**config.mk**
```make
export PLATFORM = sky130hd
export DESIGN_NAME = card_timeout_unit
export DESIGN_NICKNAME = d
export VERILOG_FILES = /design/src/rtl/card_tmo_pkg.sv /design/src/rtl/tmo_down_counter.sv /design/src/rtl/tmo_cutoff.sv /design/src/rtl/card_timeout_unit.sv
export SDC_FILE = /design/constraint.sdc
export NUM_CORES = 1
export LEC_CHECK = 0
export BUFFER_PORTS_ARGS = -buffer_cell sky130_fd_sc_hd__buf_2
export CAP_MARGIN = 40
export CORE_MARGIN = 8
export CORE_UTILIZATION = 35
export DETAILED_ROUTE_END_ITERATION = 7
export GPL_TIMING_DRIVEN = 0
export SKIP_CTS_REPAIR_TIMING = 1
export SKIP_LAST_GASP = 1
export SYNTH_ARGS = -nofsm -noshare
export SYNTH_HDL_FRONTEND = slang
export SYNTH_SLANG_ARGS = --single-unit
```
**constraint.sdc**
```tcl
create_clock -name clk -period 2.2 [get_ports clk]
set_input_delay 0.22 -clock clk [delete_from_list [all_inputs] [get_ports clk]]
set_output_delay 0.22 -clock clk [all_outputs]
set_load 0.01 [all_outputs]
```
**src/rtl/card_tmo_pkg.sv**
```systemverilog
package card_tmo_pkg;

    localparam int DATA_W  = 8;              // width of one segment / register
    localparam int NSEG    = 3;              // segments available to the long counter
    localparam int ADDR_W  = 2;
    localparam int LONG_W  = DATA_W * NSEG;
    localparam int SHORT_W = DATA_W;

    typedef enum logic [1:0] {S_OFF, S_KEEP, S_FIRST} short_act_e;
    typedef enum logic [1:0] {L_OFF, L_WRITE, L_EVERY} long_act_e;
    typedef enum logic [1:0] {CP_IDLE, CP_WAIT, CP_COUNT} cut_phase_e;

    typedef struct packed {
        short_act_e s_act;
        long_act_e  l_act;
        logic       joined;   // long counter spans all segments
        logic       cut_s;    // cut-off stops short counter
        logic       cut_l;    // cut-off stops long counter
    } mode_cfg_t;

    localparam mode_cfg_t CFG_OFF = '{s_act: S_OFF, l_act: L_OFF,
                                      joined: 1'b0, cut_s: 1'b0, cut_l: 1'b0};

    function automatic mode_cfg_t tmo_decode(input logic [DATA_W-1:0] code);
        mode_cfg_t c;
        c = CFG_OFF;
        case (code)
            8'h05: c.s_act = S_KEEP;
            8'h65: begin c.s_act = S_FIRST; c.l_act = L_WRITE; end
            8'h68: begin c.l_act = L_WRITE; c.joined = 1'b1; end
            8'h71: c.l_act = L_EVERY;
            8'h75: begin c.s_act = S_FIRST; c.l_act = L_EVERY; end
            8'h7C: begin c.l_act = L_EVERY; c.joined = 1'b1; end
            8'h85: begin c.s_act = S_KEEP; c.cut_s = 1'b1; c.cut_l = 1'b1; end
            8'hE5: begin c.s_act = S_FIRST; c.l_act = L_WRITE; c.cut_s = 1'b1; end
            8'hF1: begin c.l_act = L_EVERY; c.cut_l = 1'b1; end
            8'hF5: begin c.s_act = S_FIRST; c.l_act = L_EVERY;
                         c.cut_s = 1'b1; c.cut_l = 1'b1; end
            default: c = CFG_OFF;
        endcase
        return c;
    endfunction

endpackage

```
**src/rtl/tmo_down_counter.sv**
```systemverilog
module tmo_down_counter #(
    parameter int W    = 8,
    parameter bit AUTO = 1'b0
) (
    input  logic         clk,
    input  logic         rst,
    input  logic         load,
    input  logic         stop,
    input  logic         tick,
    input  logic [W-1:0] load_val,
    output logic         tc,
    output logic         running
);
    localparam logic [W-1:0] ONE = W'(1);

    logic [W-1:0] cnt;
    logic         run;

    assign tc      = run && tick && !load && (cnt <= ONE);
    assign running = run;

    always_ff @(posedge clk) begin
        if (rst) begin
            cnt <= '0;
            run <= 1'b0;
        end else begin
            if (load) begin
                cnt <= load_val;
                run <= 1'b1;
            end else if (run && tick) begin
                if (cnt <= ONE) begin
                    if (AUTO) begin
                        cnt <= load_val;
                    end else begin
                        cnt <= '0;
                        run <= 1'b0;
                    end
                end else begin
                    cnt <= cnt - ONE;
                end
            end
            if (stop) run <= 1'b0;
        end
    end

    // one step per tick while above the terminal value
    p_count_step_r2: assert property (@(posedge clk) disable iff (rst)
        run && tick && !load && (cnt > ONE) |=> cnt == $past(cnt) - ONE);
    p_hold_idle_r2: assert property (@(posedge clk) disable iff (rst)
        run && !tick && !load && !stop |=> run && $stable(cnt));
    // a single-shot counter rests at zero after terminal count
    p_single_rest_r4: assert property (@(posedge clk) disable iff (rst)
        !AUTO && tc |=> !run && (cnt == '0));
    // an auto-reload counter restarts from the reload value
    p_auto_reload_r3: assert property (@(posedge clk) disable iff (rst)
        AUTO && tc && !stop |=> run && (cnt == $past(load_val)));

endmodule

```
**src/rtl/tmo_cutoff.sv**
```systemverilog
module tmo_cutoff
    import card_tmo_pkg::*;
#(
    parameter int CUT_ETUS = 12
) (
    input  logic clk,
    input  logic rst,
    input  logic mode_wr,
    input  logic arm,
    input  logic start,
    input  logic tick,
    output logic cut
);
    localparam int CW = $clog2(CUT_ETUS + 1);
    localparam logic [CW-1:0] LAST = CW'(CUT_ETUS - 1);

    cut_phase_e    phase;
    logic [CW-1:0] n;

    assign cut = (phase == CP_COUNT) && tick && (n == LAST);

    always_ff @(posedge clk) begin
        if (rst) begin
            phase <= CP_IDLE;
            n     <= '0;
        end else if (mode_wr) begin
            phase <= arm ? CP_WAIT : CP_IDLE;
            n     <= '0;
        end else begin
            case (phase)
                CP_WAIT: if (start) begin
                    phase <= CP_COUNT;
                    n     <= '0;
                end
                CP_COUNT: if (tick) begin
                    if (n == LAST) phase <= CP_IDLE;
                    else           n     <= n + CW'(1);
                end
                default: ;
            endcase
        end
    end

    // the cut-off fires once per armed window
    p_cut_once_r9: assert property (@(posedge clk) disable iff (rst)
        cut |=> !cut && (phase == CP_IDLE));
    p_cut_bound_r9: assert property (@(posedge clk) disable iff (rst)
        phase == CP_COUNT |-> n <= LAST);

endmodule

```
**src/rtl/card_timeout_unit.sv**
```systemverilog
module card_timeout_unit
    import card_tmo_pkg::*;
#(
    parameter int CUT_ETUS = 12
) (
    input  logic              clk,
    input  logic              rst,
    input  logic              wr_en,
    input  logic [ADDR_W-1:0] wr_addr,
    input  logic [DATA_W-1:0] wr_data,
    input  logic              etu_tick,
    input  logic              start_bit,
    input  logic              clr_flags,
    output logic              flag_short,
    output logic              flag_long,
    output logic              irq
);
    logic [DATA_W-1:0] rl [NSEG];
    mode_cfg_t         mode_q, dec;
    logic              mwr, stb, first, seen_start, live_s, live_l, cut;
    logic              s_load, s_stop, s_tc, s_run;
    logic              l_load, l_stop, l_tc, l_run, sel_joined;
    logic [LONG_W-1:0] joined_val, split_val, l_val;

    assign mwr   = wr_en && (wr_addr == '0);
    assign dec   = tmo_decode(wr_data);
    assign stb   = start_bit && !mwr;
    assign first = stb && !seen_start;

    // reload registers, one per segment
    for (genvar i = 0; i < NSEG; i++) begin : g_rl
        always_ff @(posedge clk) begin
            if (rst)                                         rl[i] <= '0;
            else if (wr_en && wr_addr == ADDR_W'(i + 1))     rl[i] <= wr_data;
        end
    end

    always_comb begin
        joined_val = '0;
        split_val  = '0;
        for (int i = 0; i < NSEG; i++) begin
            joined_val[i*DATA_W +: DATA_W] = rl[i];
            if (i > 0) split_val[(i-1)*DATA_W +: DATA_W] = rl[i];
        end
    end

    always_ff @(posedge clk) begin
        if (rst) begin
            mode_q     <= CFG_OFF;
            seen_start <= 1'b0;
            live_s     <= 1'b0;
            live_l     <= 1'b0;
        end else if (mwr) begin
            mode_q     <= dec;
            seen_start <= 1'b0;
            live_s     <= 1'b1;
            live_l     <= 1'b1;
        end else begin
            if (stb)                 seen_start <= 1'b1;
            if (cut && mode_q.cut_s) live_s     <= 1'b0;
            if (cut && mode_q.cut_l) live_l     <= 1'b0;
        end
    end

    assign s_load = first && (mode_q.s_act == S_FIRST) && live_s;
    assign s_stop = (mwr && dec.s_act != S_KEEP) || (cut && mode_q.cut_s);

    assign sel_joined = mwr ? dec.joined : mode_q.joined;
    assign l_val      = sel_joined ? joined_val : split_val;
    assign l_load     = (mwr && dec.l_act == L_WRITE)
                     || (stb && mode_q.l_act == L_EVERY && live_l);
    assign l_stop     = (mwr && dec.l_act != L_WRITE) || (cut && mode_q.cut_l);

    tmo_down_counter #(.W(SHORT_W), .AUTO(1'b1)) u_short (
        .clk(clk), .rst(rst), .load(s_load), .stop(s_stop), .tick(etu_tick),
        .load_val(rl[0]), .tc(s_tc), .running(s_run));

    tmo_down_counter #(.W(LONG_W), .AUTO(1'b0)) u_long (
        .clk(clk), .rst(rst), .load(l_load), .stop(l_stop), .tick(etu_tick),
        .load_val(l_val), .tc(l_tc), .running(l_run));

    tmo_cutoff #(.CUT_ETUS(CUT_ETUS)) u_cut (
        .clk(clk), .rst(rst), .mode_wr(mwr), .arm(dec.cut_s || dec.cut_l),
        .start(stb), .tick(etu_tick), .cut(cut));

    always_ff @(posedge clk) begin
        if (rst) begin
            flag_short <= 1'b0;
            flag_long  <= 1'b0;
        end else begin
            if (s_tc)           flag_short <= 1'b1;
            else if (clr_flags) flag_short <= 1'b0;
            if (l_tc)           flag_long  <= 1'b1;
            else if (clr_flags) flag_long  <= 1'b0;
        end
    end

    assign irq = flag_short || flag_long;

    // flags are sticky and a clear without a new event empties them
    p_sticky_short_r10: assert property (@(posedge clk) disable iff (rst)
        flag_short && !clr_flags |=> flag_short);
    p_clear_long_r10: assert property (@(posedge clk) disable iff (rst)
        clr_flags && !l_tc |=> !flag_long);
    // a stop-all mode write leaves nothing running
    p_off_stops_r8: assert property (@(posedge clk) disable iff (rst)
        mwr && dec.s_act == S_OFF && dec.l_act == L_OFF |=> !s_run && !l_run);
    // after a long cut-off the long counter is idle
    p_cut_long_r9: assert property (@(posedge clk) disable iff (rst)
        cut && mode_q.cut_l |=> !l_run);
    // the short counter never starts in modes that leave it idle
    p_short_idle_r7: assert property (@(posedge clk) disable iff (rst)
        mode_q.s_act == S_OFF && !s_run |=> !s_run);

endmodule

```
==> results.json <==
{
  "endpoint_kind": "flop",
  "wl_met3_um": 563,
  "power.share.sequential_pct": 49.2,
  "path_buf_inv": 3,
  "outcome": "finished, violations left",
  "finalCritPeriodShare_pct": 100.1,
  "wire_per_inst_um": 18.30,
  "synth_compound_area_share_pct": 21.47,
  "synthAdderAreaFrac_pct": 1.514,
  "rows": 39,
  "clk_latency_ns": 0.34,
  "synth_area_leader_cell": "dfxtp_1",
  "wl_met1_mm": 5.319,
  "finalClockSkew_ns": 0.01007,
  "htreeDepth": 3,
  "synth_edf_count": 24,
  "synth_cells": 445,
  "die_h_um": 124.7,
  "grt_max_degree": 16,
  "cp-endpoint": "u_long.cnt[9]",
  "combPwrFrac_pct": 5.6,
  "r2r_end": "u_long.cnt[9]",
  "powerDensity_nw_per_um2": 632.7,
  "first_global_vias": 3481,
  "finalHoldViolations": 0,
  "synthSimpleGateAreaFrac_pct": 24.83,
  "gp_congestion": 0.8732,
  "ir_drop_v": 0.0003137,
  "synth_area_leaders": "dfxtp_1, edfxtp_1, a21oi_1",
  "synth-xor-area-share_pct": 0.8477,
  "maxCapViolCount": 0,
  "intPower_uw": 2322,
  "postRouteWirelength_mm": 11.62,
  "cts_root_buffer": "clkbuf_16",
  "leakage_uw": 0.001693,
  "setup-violations-final": 1,
  "worstPathMaxFanout": 8,
  "dieArea_um2": 15540,
  "synth.avg_cell_area_um2": 9.287,
  "p_sw_uw": 757.9,
  "vias_per_cell": 5.797,
  "rr_worst_depth": 8,
  "hold_path_depth": 4,
  "crit_type": "flop to flop",
  "cp_num_cells": 8,
  "syn-cell-area_um2": 4133,
  "initial_utilization_pct": 36.04,
  "area_growth_pct": 17.77,
  "maxSlewViolCount": 0,
  "core_area_um2": 11470,
  "numCtsBuffers": 9,
  "period_minus_slack_ns": 2.202,
  "track_usage_pct": 14.61,
  "hold_path.class": "primary input to flop",
  "slowest_delay_ns": 0.54,
  "drc": 0,
  "arrival_ns": 2.38,
  "fmax_mhz": 454.1,
  "die_w_um": 124.7,
  "async_flop_share_pct": 0,
  "slew_headroom_pct": 48.37,
  "final_nets": 508,
  "grt_pass1_wl_mm": 18.47,
  "synth_top_area_share_pct": 25.19,
  "grt-ovfl-total": 0,
  "cts_tree": "yes",
  "tightest_slew_ns": 0.7686,
  "clockPowerShare_pct": 45.2,
  "io-pin-count": 19,
  "critPathSlowestCell": "or4_4",
  "r2r_start": "u_long.cnt[4]",
  "violations": "setup timing",
  "place_area_um2": 4402,
  "drtAntennaViolNets": 0,
  "crit_family": "simple AND/OR/NAND/NOR gates",
  "final_cell_area_um2": 4867,
  "rrSetupSlack_ns": -0.002,
  "synth_nets": 466,
  "switching_share_pct": 24.61,
  "vias": 3681,
  "worstPathCellList": "or4_4 > buf_6 > nor4_4 > buf_4 > a21oi_2 > buf_6 > a31oi_1 > a221oi_1",
  "critPathRequiredTime_ns": 2.38,
  "startpoint": "u_long.cnt[4]",
  "yosys-mux-area-fraction_pct": 4.602,
  "firstDrtPassIters": 6,
  "io_buffers": 17,
  "setup_ws_ns": -0.002014,
  "hp-start": "clr_flags",
  "rsz0062_at_grt": "yes",
  "antenna_cells": 0,
  "synth_cell_types": 68,
  "dr.max_layer_used": "met4",
  "fill_cells": 1095,
  "ys_seq_elements": 76,
  "clock-sinks": 76,
  "wl_met2_mm": 5.422,
  "drive_gt1_share_pct": 17.68,
  "crit_top_cell": "buf_6",
  "synth_top_family_by_area": "simple AND/OR/NAND/NOR gates",
  "place_hpwl_mm": 8.407,
  "synth_flop_cell": "dfxtp_1",
  "yosysSeqAreaShare_pct": 42.63,
  "path_clk_slew_ns": 0.07,
  "drt-initial-drc-count": 256,
  "yosysWarningCount": 0,
  "startpoint_type": "flop",
  "ctsLongestPathBuffers": 2,
  "antenna_found_initial": 0,
  "finalSetupTns_ns": -0.002014
}
==> kinds of logic after synthesis <==
logic type / count (synthesis)
compound gates: 129
xor+xnor: 4
fa+ha+maj: 5
buf+inv: 38
flops: 76
mux: 19
simple gates: 174
==> cell usage in the layout (no fill, tap or decap), types with 11 or more instances in the layout <==
cell type  synthesis  routed
dfxtp_1           52      51
a21oi_1           38      36
and2_1            26      26
nand2_1           25      25
edfxtp_1          24      24
buf_2              7      23
nor2_1            21      21
mux2i_1           19      19
nor3_1            19      18
nand3_1           16      15
a221oi_1          14      14
inv_1             13      13
clkbuf_1          13      13
buf_4              1      13
a31oi_1           12      11
o21ai_0           13      11
==> power groups by stage <==
| stage | clock network, µW | logic [µW] | registers [µW] |
|---|---|---|---|
| 2_1_floorplan | 0 | 99.0 | 1530 |
| 5_1_grt | 1480 | 188 | 1520 |
| 3_5_place_dp | 0 | 164 | 1550 |
| 3_3_place_gp | 0 | 163 | 1550 |
| 6_report | 1390 | 173 | 1520 |
| 4_1_cts | 1410 | 165 | 1520 |
==> how the worst min path moves through the flow <==
stage,slack (ns),to
final,0.17,flag_short
after global routing,0.18,seen_start
after CTS,0.16,flag_short
after detailed placement,0.45,mode_q[3]
after global placement,0.44,seen_start
after floorplan,0.33,seen_start
==> routing by layer <==
| metal | vias to the layer above | GRT usage (%) |
|---|---|---|
| met5 | - | 0 |
| met4 | 0 | 6.095 |
| met3 | 26 | 3.362 |
| met2 | 119 | 22.80 |
| met1 | 1738 | 18.90 |
| li1 | 1798 | - |
==> registers in the layout, indices dropped and copies added, names as in the netlist, 2 cells and up <==
name and flops:
u_cut.n 4, u_cut.phase 2, mode_q 7, u_short.cnt 8, rl 24, u_long.cnt 24
==> worst reg2reg max path: cells and delay by family (launching register included) <==
family	cells	cell delay (ns)
AOI/OAI and AO/OA	3	0.35
and+or+nand+nor	2	0.85
DFF	1	0.37
buffers and inverters	3	0.47
==> synth_stat cells (10+ instances only) <==
library cell and count:
o21ai_0 13, nand2_1 25, nor3_1 19, and2_1 26, dfxtp_1 52, a221oi_1 14
a21oi_1 38, nand3_1 16, a211oi_1 10, a31oi_1 12, edfxtp_1 24, inv_1 13
mux2i_1 19, clkbuf_1 13, nor2_1 21
==> final cells by class <==
class                      count  area (µm²)  area share, %
clock buffer                   9       225.2          4.627
tap                          143       178.9          3.676
buffer                        25       133.9          2.751
sequential                    76        1765          36.27
timing repair buffer          31       191.4          3.933
multi-input combinational    331        2270          46.63
inverter                      13       48.80          1.003
clock inverter                 7       53.80          1.105
==> stage by stage <==
| stage | power [µW] | hold WS (ns) | instances | utilization, % | worst slack, ns |
|---|---|---|---|---|---|
| after floorplan | 1629 | 0.3302 | 445 | - | 0.1118 |
| after global placement | 1710 | 0.4440 | 605 | 38.34 | -0.3832 |
| after detailed placement | 1712 | 0.4483 | 606 | 38.39 | -0.4125 |
| after CTS | 3094 | 0.1645 | 622 | 40.82 | -0.4337 |
| after global routing | 3187 | 0.1769 | 635 | 42.44 | -0.08678 |
| final | 3080 | 0.1700 | 635 | 42.44 | -0.002014 |
No activity file was read; power rests on OpenSTA's default activity.
